## config.mk

```make
export PLATFORM = sky130hd
export DESIGN_NAME = bcd_calendar_chain
export DESIGN_NICKNAME = d
export VERILOG_FILES = /design/src/rtl/cal_pkg.sv /design/src/rtl/cal_prescaler.sv /design/src/rtl/cal_chain.sv /design/src/rtl/bcd_calendar_chain.sv
export SDC_FILE = /design/constraint.sdc
export NUM_CORES = 1
export LEC_CHECK = 0
export BUFFER_PORTS_ARGS = -buffer_cell sky130_fd_sc_hd__buf_4
export CAP_MARGIN = 20
export CORE_MARGIN = 2
export CORE_UTILIZATION = 57
export DETAILED_ROUTE_END_ITERATION = 6
export HOLD_SLACK_MARGIN = 0.08
export PLACE_DENSITY_LB_ADDON = 0.05
export SYNTH_ARGS = -nofsm -noshare
export SYNTH_HDL_FRONTEND = slang
export SYNTH_SLANG_ARGS = --single-unit
export TNS_END_PERCENT = 20
```

## constraint.sdc

```tcl
create_clock -name clk_i -period 4.1 [get_ports clk_i]
set_input_delay 0.41 -clock clk_i [delete_from_list [all_inputs] [get_ports clk_i]]
set_output_delay 0.41 -clock clk_i [all_outputs]
set_load 0.005 [all_outputs]
```

## src/rtl/cal_pkg.sv

```systemverilog
package cal_pkg;

  typedef enum logic [2:0] {
    F_SEC  = 3'd0,
    F_MIN  = 3'd1,
    F_HR   = 3'd2,
    F_WDAY = 3'd3,
    F_DATE = 3'd4,
    F_MON  = 3'd5,
    F_YR   = 3'd6,
    F_CENT = 3'd7
  } field_e;

  typedef struct packed {
    logic [7:0] cent;
    logic [7:0] yr;
    logic [7:0] mon;
    logic [7:0] date;
    logic [7:0] wday;
    logic [7:0] hr;
    logic [7:0] min;
    logic [7:0] sec;
  } cal_t;

  // Step a packed BCD byte by one; a units digit of 9 or more carries.
  function automatic logic [7:0] bcd_inc(input logic [7:0] v);
    if (v[3:0] >= 4'd9) return {v[7:4] + 4'd1, 4'h0};
    else                return {v[7:4], v[3:0] + 4'd1};
  endfunction

  // Divisible by four: units mod 4 must be 0 for even tens, 2 for odd tens.
  function automatic logic leap_year(input logic [7:0] y);
    return y[1:0] == {y[4], 1'b0};
  endfunction

  function automatic logic [7:0] month_last(input logic [7:0] mon,
                                            input logic [7:0] yr);
    case (mon)
      8'h02:                      return leap_year(yr) ? 8'h29 : 8'h28;
      8'h04, 8'h06, 8'h09, 8'h11: return 8'h30;
      default:                    return 8'h31;
    endcase
  endfunction

endpackage

```

## src/rtl/cal_prescaler.sv

```systemverilog
module cal_prescaler #(
  parameter int DIV = 32768,
  parameter int CW  = 15
) (
  input  logic          clk_i,
  input  logic          rst_ni,
  input  logic          en_i,
  input  logic          clr_i,
  output logic          tick_o,
  output logic [CW-1:0] cnt_o
);
  localparam logic [CW-1:0] LAST = CW'(DIV - 1);

  logic [CW-1:0] cnt_q;

  assign tick_o = en_i && (cnt_q == LAST);
  assign cnt_o  = cnt_q;

  always_ff @(posedge clk_i) begin
    if (!rst_ni || clr_i) cnt_q <= '0;
    else if (en_i)        cnt_q <= (cnt_q == LAST) ? '0 : cnt_q + 1'b1;
  end
endmodule

```

## src/rtl/cal_chain.sv

```systemverilog
module cal_chain
  import cal_pkg::*;
(
  input  logic       clk_i,
  input  logic       rst_ni,
  input  logic       adv_i,
  input  logic       ld_en_i,
  input  logic [2:0] ld_sel_i,
  input  logic [7:0] ld_val_i,
  output cal_t       cal_o,
  output logic       upd_o,
  output logic       day_roll_o
);
  localparam cal_t RESET_CAL = '{cent: 8'h20, yr: 8'h00, mon: 8'h01, date: 8'h01,
                                 wday: 8'h01, hr: 8'h00, min: 8'h00, sec: 8'h00};

  cal_t cur_q, nxt;
  logic w_sec, w_min, w_hr, w_date, w_mon, w_yr;
  logic c_min, c_hr, c_day, c_mon, c_yr, c_cent;

  // Wrap flags: at or above the limit rolls over (covers loaded bad digits).
  assign w_sec  = cur_q.sec  >= 8'h59;
  assign w_min  = cur_q.min  >= 8'h59;
  assign w_hr   = cur_q.hr   >= 8'h23;
  assign w_date = cur_q.date >= month_last(cur_q.mon, cur_q.yr);
  assign w_mon  = cur_q.mon  >= 8'h12;
  assign w_yr   = cur_q.yr   >= 8'h99;

  assign c_min  = adv_i  && w_sec;
  assign c_hr   = c_min  && w_min;
  assign c_day  = c_hr   && w_hr;
  assign c_mon  = c_day  && w_date;
  assign c_yr   = c_mon  && w_mon;
  assign c_cent = c_yr   && w_yr;

  assign day_roll_o = c_day;

  always_comb begin
    nxt = cur_q;
    if (adv_i)  nxt.sec  = w_sec  ? 8'h00 : bcd_inc(cur_q.sec);
    if (c_min)  nxt.min  = w_min  ? 8'h00 : bcd_inc(cur_q.min);
    if (c_hr)   nxt.hr   = w_hr   ? 8'h00 : bcd_inc(cur_q.hr);
    if (c_day) begin
      nxt.wday = (cur_q.wday >= 8'h07) ? 8'h01 : bcd_inc(cur_q.wday);
      nxt.date = w_date ? 8'h01 : bcd_inc(cur_q.date);
    end
    if (c_mon)  nxt.mon  = w_mon  ? 8'h01 : bcd_inc(cur_q.mon);
    if (c_yr)   nxt.yr   = w_yr   ? 8'h00 : bcd_inc(cur_q.yr);
    if (c_cent) nxt.cent = (cur_q.cent >= 8'h99) ? 8'h00 : bcd_inc(cur_q.cent);
    if (ld_en_i) begin
      case (field_e'(ld_sel_i))
        F_SEC:   nxt.sec  = ld_val_i;
        F_MIN:   nxt.min  = ld_val_i;
        F_HR:    nxt.hr   = ld_val_i;
        F_WDAY:  nxt.wday = ld_val_i;
        F_DATE:  nxt.date = ld_val_i;
        F_MON:   nxt.mon  = ld_val_i;
        F_YR:    nxt.yr   = ld_val_i;
        default: nxt.cent = ld_val_i;
      endcase
    end
  end

  always_ff @(posedge clk_i) begin
    if (!rst_ni) begin
      cur_q <= RESET_CAL;
      upd_o <= 1'b0;
    end else begin
      cur_q <= nxt;
      upd_o <= adv_i;
    end
  end

  assign cal_o = cur_q;
endmodule

```

## src/rtl/bcd_calendar_chain.sv

```systemverilog
module bcd_calendar_chain
  import cal_pkg::*;
#(
  parameter int TICK_DIV = 32768
) (
  input  logic       clk_i,
  input  logic       rst_ni,
  input  logic       tb_en_i,
  input  logic       ld_en_i,
  input  logic [2:0] ld_sel_i,
  input  logic [7:0] ld_val_i,
  output logic [7:0] sec_o,
  output logic [7:0] min_o,
  output logic [7:0] hr_o,
  output logic [7:0] wday_o,
  output logic [7:0] date_o,
  output logic [7:0] mon_o,
  output logic [7:0] yr_o,
  output logic [7:0] cent_o,
  output logic       upd_o
);
  localparam int CW = (TICK_DIV > 1) ? $clog2(TICK_DIV) : 1;

  logic          tick_w;
  logic          adv_w;
  logic          sec_ld_w;
  logic          day_roll_w;
  logic [CW-1:0] ps_cnt_w;
  cal_t          cal_w;

  assign sec_ld_w = ld_en_i && (ld_sel_i == F_SEC);
  assign adv_w    = tick_w && !ld_en_i;

  cal_prescaler #(.DIV(TICK_DIV), .CW(CW)) u_presc (
    .clk_i  (clk_i),
    .rst_ni (rst_ni),
    .en_i   (tb_en_i),
    .clr_i  (sec_ld_w),
    .tick_o (tick_w),
    .cnt_o  (ps_cnt_w)
  );

  cal_chain u_chain (
    .clk_i      (clk_i),
    .rst_ni     (rst_ni),
    .adv_i      (adv_w),
    .ld_en_i    (ld_en_i),
    .ld_sel_i   (ld_sel_i),
    .ld_val_i   (ld_val_i),
    .cal_o      (cal_w),
    .upd_o      (upd_o),
    .day_roll_o (day_roll_w)
  );

  assign sec_o  = cal_w.sec;
  assign min_o  = cal_w.min;
  assign hr_o   = cal_w.hr;
  assign wday_o = cal_w.wday;
  assign date_o = cal_w.date;
  assign mon_o  = cal_w.mon;
  assign yr_o   = cal_w.yr;
  assign cent_o = cal_w.cent;
endmodule

```

# --- Yosys cells after proc, flatten, opt, wreduce, memory -nomap -nowiden ---
# Index checks and enable logic that the tools add are counted.
word_totals:
  reg_bits: 80
  latchBits: 0
  ram_bits: 0
  romBits: 0
  output_inout_bits: 65
  elab_cells: 106
  n_memories: 0
classes:
  n_addsub: 17
  mul: 0
  div: 0
  magnitude_cmp: 16
  n_eq_ne: 13
  shift: 0
  n_mux: 35
  bitwise_logic: 0
  n_reduce_logical: 15
op_table:
  columns: ["op", "n"]
  rows:
  - ["8-bit 2-to-1 mux", 30]
  - ["4-bit by 1-bit adder with 4-bit output, second input constant", 16]
  - ["64-bit 2-to-1 mux", 1]
  - ["4-bit greater-or-equal comparator, second input constant", 8]
  - ["8-bit by 3-bit equality test with 1-bit output, second input constant", 2]
  - ["8-bit by 7-bit greater-or-equal comparator with 1-bit output, second input constant", 2]
  - ["8-bit greater-or-equal comparator, second input constant", 2]
  - ["16-bit 2-to-1 mux", 1]
  - ["8-bit case mux with 2 select lines", 1]
  - ["15-bit by 1-bit adder with 15-bit output, second input constant", 1]
  - ["15-bit equality test, second input constant", 1]
  - ["15-bit 2-to-1 mux", 1]
  - ["3-bit equality test, second input constant", 3]
  - ["1-bit logical AND", 9]
  - ["8-bit by 2-bit equality test with 1-bit output, second input constant", 1]
  - ["8-bit by 4-bit equality test with 1-bit output, second input constant", 1]
  - ["8-bit by 5-bit equality test with 1-bit output, second input constant", 1]
  - ["8-bit by 3-bit greater-or-equal comparator with 1-bit output, second input constant", 1]
  - ["8-bit by 5-bit greater-or-equal comparator with 1-bit output, second input constant", 1]
  - ["8-bit by 6-bit greater-or-equal comparator with 1-bit output, second input constant", 1]
  - ["8-bit greater-or-equal comparator", 1]
  - ["7-bit OR reduction", 1]
  - ["3-bit by 2-bit equality test with 1-bit output, second input constant", 2]
  - ["4-bit OR reduction", 1]
  - ["other kinds (6)", 7]

# --- Depth between registers and ports, before layout ---
logic_depth:
  word_depth: 12
  mapped_depth: 15
  mapped_depth_nobuf: 14

# --- Hierarchy ---
# From an unflattened synthesis, not the netlist that was laid out.
unflattened:
  hier_cells: 623
  hier_area_um2: 4986.0
by_module_without_submodules:
  columns: ["module", "n_inst", "cells_each", "area_per_inst_um2"]
  rows:
  - ["cal_chain", 1, 542, 4276.6]
  - ["cal_prescaler", 1, 79, 688.2]
  - ["bcd_calendar_chain", 1, 2, 21.3]

# --- Worst setup path before layout ---
# No wires, ideal clock.
synth_timing:
  path_kind: "register to register"
  from: "register u_chain.cur_q, in the netlist u_chain.cal_o[40]"
  to: "register u_chain.cur_q, in the netlist u_chain.cal_o[61]"
  arrival_ps: 3028
  slack_ps: 991
  stages_incl_launch_ff: 16
  n_path_buf: 1
  cell_sequence: "dfxtp_1 -> inv_1 -> ha_1 -> o211ai_1 -> a21oi_1 -> a31oi_1 -> nor3_1 -> nor2_1 -> ha_1 -> nand3_1 -> o211ai_1 -> or2_2 -> clkbuf_1 -> nand4_4 -> or4_1 -> a41oi_1"
synth_via:
  elab_chain_cells: 10
synth_rtl:
  columns: ["item", "line", "source"]
  rows:
  - ["from (decl)", "cal_chain.sv:17", "cal_t cur_q, nxt;"]
  - ["from (signal assigned)", "cal_chain.sv:69", "cur_q <= nxt;"]
  - ["8-bit by 3-bit equality test with 1-bit output, or another cell as far along", "cal_pkg.sv:38", "case (mon)"]
  - ["4-bit OR reduction", "cal_pkg.sv:38", null]
  - ["8-bit case mux with 2 select lines", "cal_pkg.sv:38", null]
  - ["8-bit greater-or-equal comparator", "cal_chain.sv:25", "assign w_date = cur_q.date >= month_last(cur_q.mon, cur_q.yr);"]
  - ["1-bit logical AND", "cal_chain.sv:32", "assign c_mon = c_day && w_date;"]
  - ["1-bit logical AND *", "cal_chain.sv:33", "assign c_yr = c_mon && w_mon;"]
  - ["1-bit logical AND *", "cal_chain.sv:34", "assign c_cent = c_yr && w_yr;"]
  - ["8-bit 2-to-1 mux *", "cal_chain.sv:49", "if (c_cent) nxt.cent = (cur_q.cent >= 8'h99) ? 8'h00 : bcd_inc(cur_q.cent);"]
  - ["8-bit 2-to-1 mux", "cal_chain.sv:51", "case (field_e'(ld_sel_i))"]
  - ["64-bit 2-to-1 mux *", "cal_chain.sv:50", "if (ld_en_i) begin"]
# Every way passes the cells marked *; elsewhere a longest branch is shown, timed or not.
# A chain may end at the register's enable or synchronous reset.

# --- Worst setup path after layout ---
# Same ends and word-level chain as after synthesis.

==> results_dict.tcl <==
set metrics [dict create \
    status "completed" \
    synth_edf_count 0 \
    core_area_um2 8590 \
    die_area_um2 9500 \
    synthMuxAreaShare_pct 2.08 \
    port_buffers 79 \
    cp-start-kind "flip-flop" \
    p_leak_uw 0.00237 \
    dr.pass1.iters 5 \
    area_growth_pct 16.6 \
    intPower_uw 1100 \
    vias_per_cell 6.23 \
    clockBufferDepth 2 \
    wl_per_cell_um 17.3 \
    htreeDepth 3 \
    ctsHoldBuffers 0 \
    antenna_found_initial 0 \
    fp-row-count 34 \
    powerDensity_nw_per_um2 270 \
    async_reset_ff_share_pct 0 \
    synth_cell_type_count 67 \
    cts.sinks 80 \
    synth_warnings 0 \
    yosys.area_share.adder_pct 11.8 \
    cts.repair.resized 0 \
    ys_ff_latch 80 \
    drive_above_1_share_pct 16.7 \
    worstPathRequired_ns 4.38 \
    overflow 0 \
    cts_tree "done" \
    setup_violations 0 \
    fin_nets 734 \
    crit_buf_inv 1 \
    clkPwrFrac_pct 34.7 \
    end_kind "flip-flop" \
    relSlewSlack_pct 39.1 \
    synthCells 601 \
    cts_made_buffers 9 \
    synth.top_cells.by_area "dfxtp_1, ha_1, o21ai_0" \
    slew_violations 0 \
    cts.clk_slew.worst_paths_ns 0.09 \
    rsz0062_at_grt "false" \
    start_util_pct 58.0 \
    maxCapViolCount 0 \
    p_comb_share_pct 12.3 \
    dpl_cell_area_um2 5630 \
    avgSynthCellArea_um2 8.29 \
    path_max_fanout 10 \
    clock.fmax_mhz 298 \
    pin_count 80 \
    grt_first_pass_wirelength_um 22500 \
    switching_share_pct 29.5 \
    syn_nets 663 \
    grtUsageTotal_pct 28.8 \
    period_minus_slack_ns 3.36 \
    post-route-util_pct 67.6 \
    fin_tns_setup_ns 0 \
    dp_hpwl_um 9880 \
    hp-class "in -> reg" \
    ys_seq_area_share_pct 32.1 \
    crit_arrival_ns 3.65 \
    clockRootBuffer "clkbuf_8" \
    crit_family "simple AND/OR/NAND/NOR gates" \
    synth_top_area_share_pct 32.1 \
    design_area_um2 5810 \
    num_vias 4890 \
    crit_slowest_cell "or4_1" \
    grt_pass1_vias 4573 \
    slowest_delay_ns 0.58 \
    synth_top_area_cell "dfxtp_1" \
    path_class "reg -> reg" \
    tightest_slew_ns 0.910 \
    path_cells "inv_1, ha_1, o211ai_1, a21oi_1, a31oi_1, nor3_1, a21oi_1, ha_1, nor4b_1, o211ai_1, or2_2, nand4_4, or4_1, a41oi_1" \
    synthSimpleGateAreaFrac_pct 24.7 \
    drcViolationCount 0 \
    n_antenna_cell 0 \
    p_switching_uw 462 \
    grt_max_degree 42 \
    drt_iter0_markers 281 \
    dieWidth_um 97.5 \
    synth_area_um2 4980 \
    hold_viol_final 0 \
    drt_wl_total_um 13600 \
    synth_top_family_by_area "simple AND/OR/NAND/NOR gates" \
    finalClockSkew_ns 0.0115 \
    synth-compound-area-share_pct 20.6 \
    postCtsSetupBuffers 0 \
    ant_nets 0 \
    power.share.sequential_pct 52.9 \
    vdd.ir_drop.worst_v 0.000188 \
    globalplace.congestion 0.855 \
    period_share_pct 82.0 \
    synth-xor-area-share_pct 3.87 \
    dieHeight_um 97.5 \
    synth_ff_type "dfxtp_1" \
    clk_latency_ns 0.37 \
]
## flip-flops by register name (all words and copies together) (netlist names)
signal / flops
u_chain.upd_o: 1
u_chain.cal_o: 64
u_presc.cnt_o: 15
## cell usage in the layout, fill, tap and decap left out, types with 4 or more instances in the layout
cell      instances
a21oi_1          32
xnor2_1          10
and2_1            4
nor3_1           18
ha_1             47
nor2b_1           4
a41oi_1           8
a22oi_1           4
a31oi_1          15
clkbuf_8          9
nand4_1          10
a211oi_1          8
and3_1            5
o21ai_0          42
nand3_1          35
nor2_1           50
buf_4            80
or4_1             9
dfxtp_1          80
o31ai_1           4
nand2_1          46
xor2_1           12
nand2b_1          6
o211ai_1          6
nand4b_1          4
mux2i_1           7
o22ai_1          19
inv_1            39
## power groups by stage
stage	Sequential (uW)	Combinational [uW]	Clock (uW)
after CTS	828	192	552
final	829	193	544
after global placement	844	185	0
after detailed placement	845	191	0
after floorplan	840	109	0
after global routing	832	214	579
## worst min-delay path, stage by stage
cell and delay [ns]:
buf_4 0.12, nand2_1 0.06, a21oi_1 0.05
## cell families (layout without fill, tap and decap cells)
kind of cell	Yosys count	count (layout)
and+or+nand+nor	220	220
buffers and inverters	60	136
AOI/OAI and AO/OA	162	162
adders and majority gates	47	47
DFF	80	80
muxes	10	10
xor gates and xnor gates	22	22
## routing by layer
metal | vias up | global-route usage, % | wire length (um)
li1 | 2343 | - | -
met1 | 2319 | 38.3 | 5950
met2 | 200 | 47.6 | 6500
met3 | 28 | 4.32 | 881
met4 | 0 | 10.6 | 280
met5 | - | 0 | 0
## synth_stat cells, drive strengths merged (12+ instances only)
master / number
dfxtp: 80
o21ai: 43
o22ai: 19
clkbuf: 17
nand2: 46
a31oi: 15
inv: 39
nand4: 13
xor2: 12
ha: 47
nor2: 50
nand3: 36
a21oi: 32
nor3: 18
## worst paths after layout
path	startpoint	end	slack (ns)	cells past startpoint
max	u_chain.cal_o[40]	u_chain.cal_o[61]	0.74	14
min	ld_val_i[7]	u_chain.cal_o[7]	0.33	3
max reg2reg	u_chain.cal_o[40]	u_chain.cal_o[61]	0.74	14
min reg2reg	u_chain.cal_o[7]	u_chain.cal_o[7]	0.49	2
## through the flow
step	instances	setup slack (ns)	hold WS [ns]	power, uW
after global routing	785	0.397	0.339	1630
final	785	0.739	0.326	1570
after CTS	785	0.751	0.318	1570
after floorplan	601	0.991	0.463	949
after detailed placement	769	0.767	0.484	1040
after global placement	769	0.893	0.476	1030
## area by class of cell
type | instances | area [um2]
clock inverters | 7 | 53.8
repair buffers | 80 | 601
inverters | 40 | 150
multi-input cells | 461 | 3140
fillers | 750 | 2790
clock buffers | 9 | 124
well taps | 108 | 135
flip-flops and latches | 80 | 1600
(Power assumes the default switching activity.)
